===== src/rtl/pq_pkg.sv =====
package pq_pkg;
  // Per-clock command from control to the stage chain
  typedef struct packed {
    logic shift;  // every stage takes the word from the stage above
    logic load;   // the stage named by the write index takes the memory word
  } pqStepT;
endpackage


===== src/rtl/pq_ctrl.sv =====
module pq_ctrl #(
  parameter int DEPTH = 20,
  parameter int CNT_W = $clog2(DEPTH + 1)
) (
  input  logic              clk,
  input  logic              rstN,
  input  logic              flush,
  input  logic              wrValid,
  input  logic              rdStrobe,
  output pq_pkg::pqStepT    step,
  output logic [CNT_W-1:0]  wrIdx,
  output logic [CNT_W-1:0]  level,
  output logic              empty,
  output logic              full
);
  localparam logic [CNT_W-1:0] DEPTH_C = CNT_W'(DEPTH);
  localparam logic [CNT_W-1:0] ONE_C   = CNT_W'(1);

  logic [CNT_W-1:0] countQ, countD;
  logic rdAcc, wrAcc;

  assign empty = (countQ == '0);
  assign full  = (countQ == DEPTH_C);
  assign level = countQ;

  always_comb begin
    rdAcc = rdStrobe && !empty && !flush;
    wrAcc = wrValid && (!full || rdAcc) && !flush;
    step.shift = rdAcc;
    step.load  = wrAcc;
    // after a shift the tail slot moves down one place
    wrIdx = rdAcc ? (countQ - ONE_C) : countQ;
    if (flush)               countD = '0;
    else if (wrAcc && !rdAcc) countD = countQ + ONE_C;
    else if (rdAcc && !wrAcc) countD = countQ - ONE_C;
    else                     countD = countQ;
  end

  always_ff @(posedge clk or negedge rstN) begin
    if (!rstN) countQ <= '0;
    else       countQ <= countD;
  end

  a_r2_write_grows: assert property (@(posedge clk) disable iff (!rstN)
    (!flush && wrValid && !rdStrobe && !full) |=> (level == $past(level) + ONE_C));
  a_r3_read_shrinks: assert property (@(posedge clk) disable iff (!rstN)
    (!flush && rdStrobe && !wrValid && !empty) |=> (level == $past(level) - ONE_C));
  a_r4_pair_holds: assert property (@(posedge clk) disable iff (!rstN)
    (!flush && rdStrobe && wrValid && !empty) |=> (level == $past(level)));
  a_r5_full_blocks: assert property (@(posedge clk) disable iff (!rstN)
    (!flush && wrValid && !rdStrobe && full) |=> full);
  a_r6_empty_read_ignored: assert property (@(posedge clk) disable iff (!rstN)
    (!flush && rdStrobe && !wrValid && empty) |=> empty);
  a_r7_flush_clears: assert property (@(posedge clk) disable iff (!rstN)
    flush |=> (empty && !full));
  a_r8_never_beyond: assert property (@(posedge clk) disable iff (!rstN)
    (level <= DEPTH_C));
endmodule


===== src/rtl/pq_datapath.sv =====
module pq_datapath #(
  parameter int DEPTH = 20,
  parameter int WIDTH = 32,
  parameter int CNT_W = $clog2(DEPTH + 1)
) (
  input  logic              clk,
  input  logic              rstN,
  input  pq_pkg::pqStepT    step,
  input  logic [CNT_W-1:0]  wrIdx,
  input  logic [WIDTH-1:0]  wrData,
  output logic [WIDTH-1:0]  headData
);
  logic [WIDTH-1:0] stageQ [DEPTH];

  for (genvar i = 0; i < DEPTH; i++) begin : g_stage
    logic [WIDTH-1:0] upper;
    if (i == DEPTH - 1) begin : g_top
      assign upper = stageQ[i];
    end else begin : g_mid
      assign upper = stageQ[i+1];
    end
    always_ff @(posedge clk) begin
      if (step.load && (wrIdx == CNT_W'(i))) stageQ[i] <= wrData;
      else if (step.shift)                   stageQ[i] <= upper;
    end
  end

  assign headData = stageQ[0];

  a_r2_word_lands: assert property (@(posedge clk) disable iff (!rstN)
    step.load |=> (stageQ[$past(wrIdx)] == $past(wrData)));
  a_r3_shift_to_head: assert property (@(posedge clk) disable iff (!rstN)
    (step.shift && !(step.load && wrIdx == '0)) |=> (headData == $past(stageQ[1])));
endmodule


===== src/rtl/prefetch_queue.sv =====
module prefetch_queue #(
  parameter int DEPTH = 20,
  parameter int WIDTH = 32,
  localparam int CNT_W = $clog2(DEPTH + 1)
) (
  input  logic             clk,
  input  logic             rstN,
  input  logic             flush,
  input  logic             wrValid,
  input  logic [WIDTH-1:0] wrData,
  input  logic             rdStrobe,
  output logic [WIDTH-1:0] headData,
  output logic             empty,
  output logic             full,
  output logic [CNT_W-1:0] level
);
  pq_pkg::pqStepT step;
  logic [CNT_W-1:0] wrIdx;

  pq_ctrl #(.DEPTH(DEPTH), .CNT_W(CNT_W)) u_ctrl (
    .clk(clk), .rstN(rstN), .flush(flush), .wrValid(wrValid),
    .rdStrobe(rdStrobe), .step(step), .wrIdx(wrIdx), .level(level),
    .empty(empty), .full(full)
  );

  pq_datapath #(.DEPTH(DEPTH), .WIDTH(WIDTH), .CNT_W(CNT_W)) u_dp (
    .clk(clk), .rstN(rstN), .step(step), .wrIdx(wrIdx),
    .wrData(wrData), .headData(headData)
  );
endmodule


===== config.mk =====
export PLATFORM = sky130hd
export DESIGN_NAME = prefetch_queue
export DESIGN_NICKNAME = d
export VERILOG_FILES = /design/src/rtl/pq_pkg.sv /design/src/rtl/pq_ctrl.sv /design/src/rtl/pq_datapath.sv /design/src/rtl/prefetch_queue.sv
export SDC_FILE = /design/constraint.sdc
export NUM_CORES = 1
export LEC_CHECK = 0
export BUFFER_PORTS_ARGS = -buffer_cell sky130_fd_sc_hd__clkbuf_2
export CAP_MARGIN = 20
export CELL_PAD_IN_SITES_DETAIL_PLACEMENT = 0
export CELL_PAD_IN_SITES_GLOBAL_PLACEMENT = 1
export CORE_MARGIN = 3
export CORE_UTILIZATION = 60
export CTS_BUF_LIST = sky130_fd_sc_hd__clkbuf_4
export CTS_CLUSTER_DIAMETER = 50
export DETAILED_ROUTE_END_ITERATION = 10
export PLACE_DENSITY = 0.88
export RECOVER_POWER = 50
export SLEW_MARGIN = 20
export SYNTH_ARGS = -nofsm -noshare
export SYNTH_HDL_FRONTEND = slang
export SYNTH_SLANG_ARGS = --single-unit

===== constraint.sdc =====
create_clock -name clk -period 16.96 [get_ports clk]
set_clock_uncertainty 0.05 [all_clocks]
set_input_delay 2.544 -clock clk [delete_from_list [all_inputs] [get_ports clk]]
set_output_delay 2.544 -clock clk [all_outputs]
set_load 0.1 [all_outputs]

# After elaboration in Yosys (flattened, before gate mapping)
# Memories as Yosys holds them, arrays and structs flattened.
# Cells that the tools add are included.
[classes]
n_eq_ne = 20
bitwise_logic = 20
muxes = 105
add_sub_neg = 2
n_reduce_logical = 35
[op_table]
columns = ["cell", "n"]
rows = [
  ["$mux W32", 20],
  ["$mux W1", 81],
  ["$eq A5 B4 Y1 const B", 8],
  ["$logic_and A1 B1 Y1", 26],
  ["$eq A5 B5 Y1 const B", 5],
  ["$eq A5 B3 Y1 const B", 4],
  ["$mux W5", 4],
  ["$or A1 B1 Y1", 20],
  ["$eq A5 B2 Y1 const B", 2],
  ["$logic_not A5 Y1", 2],
  ["$add A5 B1 Y5 const B", 1],
  ["$eq A5 B1 Y1 const B", 1],
  ["$logic_not A1 Y1", 5],
  ["$sub A5 B1 Y5 const B", 1],
  ["$reduce_bool A3 Y1", 1],
  ["$logic_or A1 B1 Y1", 1],
]
[word_totals]
mem_bits_rw = 640
ff_bits = 5
mem_count = 1
[mem_list]
columns = ["name", "words", "word_bits", "read_ports", "rd_ports_with_merged_regs", "wr", "line", "rtl"]
rows = [
  ["u_dp.stageQ", 20, 32, 20, 0, 20, "pq_datapath.sv:13", "logic [WIDTH-1:0] stageQ [DEPTH];"],
]

# Logic depth before layout (Yosys ltp)
[depth]
depth_word = 12
depth_mapped = 11

# Modules after synthesis
# Synthesis repeated with hierarchy kept, for this count alone.
[unflattened]
hier_cells = 1503
hier_area_um2 = 27709.1
[modules_own_cells]
columns = ["module", "cells_each", "seq_area_each_um2", "instances", "area_per_inst_um2"]
rows = [
  ["pq_datapath", 1428, 19218.4, 1, 27082.2],
  ["pq_ctrl", 75, 125.1, 1, 626.9],
]

# Worst setup path before layout
# OpenSTA, ideal clock, no wires.
[synth_path]
path_type = "input -> register"
from = "in flush"
to = "mem u_dp.stageQ[17][0], in the netlist u_dp.stageQ[4][32], enable pin"
setup_ps = 511
path_stages = 7
t_arrival_ps = 6684
required_ps = 16399
slack_ps = 9715
cell_sequence = "buf_2 > nand2b_1 > a211oi_1 > a211oi_1 > inv_1 > nand2_1 > o41ai_1"
[synth_rtl]
columns = ["element", "line", "rtl"]
rows = [
  ["from (decl)", "prefetch_queue.sv:8", "input logic flush,"],
  ["to (decl)", "pq_datapath.sv:13", ""],
]

==> results.tsv <==
metric	value	unit
Post-Synth Adder-Cell Area	0.1365	%
failing checks	capacitance limit, slew limit	
Post-Synth Simple-Gate Area	2.116	%
number of flops mapped to enable cells by yosys	640	
Port Buffer Count	75	
Pwr Density	134.2	nW/um^2
drt first pass iters	10	
row count	77	
routed vias	15170	
Hold Path Class	reg -> reg	
Die ar.	48440	sq um
CTS tree	yes	
first-pass GRT wire length	85.46	mm
min Tclk post-route	7.814	ns
Synth Cell Area	27500	sq um
die height	220.1	microns
P_leak	9.841	nW
MaxCap Viol Count	24	
total power after layout	0.004085	W
Async S/R FF share, synth	0.7752	%
largest net degree at the start of global routing	65	
Yosys warnings	0	
outcome	complete, but fails checks	
slew at the pin with the worst max-slew slack	3.300	ns
CP startpoint kind	input port	
Final Cycle Share	46.07	%
Post-Synth XOR/XNOR Area	0.1593	%
# Post-CTS Setup Buffers	0	
Hold Worst Slack	0.4503	ns
worst hold start	u_dp.stageQ[1][125]	
crit-path max FO	40	
fillers	3016	
Synth area leader	edfxtp_1	
core area	44700	sq um
via/cell ratio	6.179	
GR Overflow Total	0	
predominant post-synthesis flop cell	edfxtp_1	
design area	30450	sq um
Max-Slew Margin vs Limit	-120.0	%
Slew Viols, Final	661	
Die Width	220.1	microns
post-route ant nets	0	
CTS Buffer Depth	3	
Post-layout nets	1790	
DP Wirelength	32.26	mm
cts bufs inserted	161	
All-Layer GR Usage	22.82	%
Synth area leaders	edfxtp_1, mux2_2, o2bb2ai_1	
Setup crit start	flush	
hold buffer count at cts	0	
post-CTS resize count	0	
Unique masters post-synth	62	
Fmax achieved	128.0	MHz
compound-cell area share of the yosys netlist	9.951	%
P&R area growth vs syn	10.72	%
Clock Root Buffer	clkbuf_4	
initial antenna violation count	2	
Mean Syn Cell Area	17.13	sq um
H-tree Lvls	4	
clk_lat worst skew	0.83	ns
# clock sinks	645	
syn nets	1645	
Peak supply drop	0.00006704	V
io pins	76	
WP data arrival	8.14	ns
Initial Util	61.51	%
vias in the first global route	15500	
critical path class	in -> reg	
layout cell share with drive strength beyond 1	34.82	%
CTS clock-pin slew for the worst setup and hold paths	0.11	ns
final setup violating endpoints	0	
largest family of logic cells by synthesized area	multiplexers	
Starting DRT DRC Count	1256	
Setup TNS	0	ns
Final Hold Viols	0	
placed cell areas	28490	sq um
Syn Inst Count	1605	
reg-to-reg startpoint	u_ctrl.level[1]	
synthesis-stage register bit count	645	
RSZ-0062 raised after global routing	no	
crit path capture type	flop	
Synth top area share	69.89	%
routed len/inst	22.30	microns
mux cell area share after synthesis	14.78	%
routability cong.	0.8566	
CP required	17.28	ns
drt total wl	54.75	mm
Seq/Total Area, Yosys	70.34	%
drc violations	0	
-- per-stage QoR --
stage	setup slack (ns)	cells	util, %
after floorplan	9.715	1605	-
after global placement	10.75	2165	63.68
after detailed placement	10.59	2166	63.74
after CTS	11.31	2440	68.15
after global routing	8.855	2455	68.11
final	9.146	2455	68.11
-- worst max-delay path: stages --
cell	delay (ns)
clkbuf_1	0.29
and2b_1	0.31
nand2_2	0.09
clkbuf_1	2.08
o21ai_0	1.93
clkbuf_1	0.81
-- layout make-up --
class	instances	area, sq um	share of cell area (%)
multi-input combinational	815	7650	25.12
antenna	2	5.005	0.01644
inverter	7	26.28	0.08630
sequential	645	19340	63.53
timing repair buffer	120	710.7	2.334
tap	592	740.7	2.433
clock inverter	46	260.3	0.8547
clock buffer	228	1712	5.622
-- cell usage after synthesis, types with 5 or more instances --
cell type and instances:
buf_2 34, mux2_2 327, buf_6 8, clkbuf_1 80, a21oi_2 5, inv_1 6
mux2_4 18, o21ai_0 23, o2bb2ai_1 256, buf_4 12, nand2_1 87, dfrtp_1 5
edfxtp_1 640, mux2_1 9, nor2_1 10
-- registers in the layout, summed over array words and instances (netlist names) --
name and count:
u_ctrl.level 5, u_dp.stageQ 640
-- logic make-up after synthesis --
kind of cell	count (synthesis)
compound gates	322
xor+xnor	5
fa+ha+maj	3
buf+inv	145
flops	645
mux	355
simple gates	130
-- final timing paths --
| check | end | slack [ns] | cells after the start |
|---|---|---|---|
| min reg2reg | u_dp.stageQ[1][93] | 0.45 | 1 |
| max | u_dp.stageQ[2][103] | 9.15 | 6 |
| min in group asynchronous | u_ctrl.level[3] | 1.51 | 1 |
| max in group asynchronous | u_ctrl.level[4] | 15.14 | 1 |
| max reg2reg | u_dp.stageQ[2][103] | 9.90 | 7 |
| min | u_dp.stageQ[1][93] | 0.45 | 1 |
-- report_power, final --
| group | switching, W | internal, W |
|---|---|---|
| sequential | 0.0000476 | 0.00202 |
| clock | 0.000592 | 0.000662 |
| combinational | 0.000523 | 0.000242 |
-- per-layer routing --
| layer | global-route usage [%] | share of wire (%) | up-vias |
|---|---|---|---|
| met5 | 0 | 0 | - |
| met3 | 4.413 | 6.8 | 83 |
| met4 | 8.049 | 1.7 | 0 |
| li1 | - | - | 6896 |
| met1 | 31.30 | 43 | 7666 |
| met2 | 36.98 | 48 | 525 |
-- layout by cell type, fill, tap and decap left out, types with 12 or more instances in the layout --
cell / netlist / layout
edfxtp_1: 640 / 640
mux2_1: 9 / 12
clkinv_1: 0 / 34
clkbuf_1: 80 / 88
mux2_4: 18 / 18
clkbuf_4: 0 / 228
mux2_2: 327 / 324
nand2_1: 87 / 86
o21ai_0: 23 / 18
o2bb2ai_1: 256 / 256
buf_4: 12 / 16
Note: power is estimated with default switching activity, not from simulation.
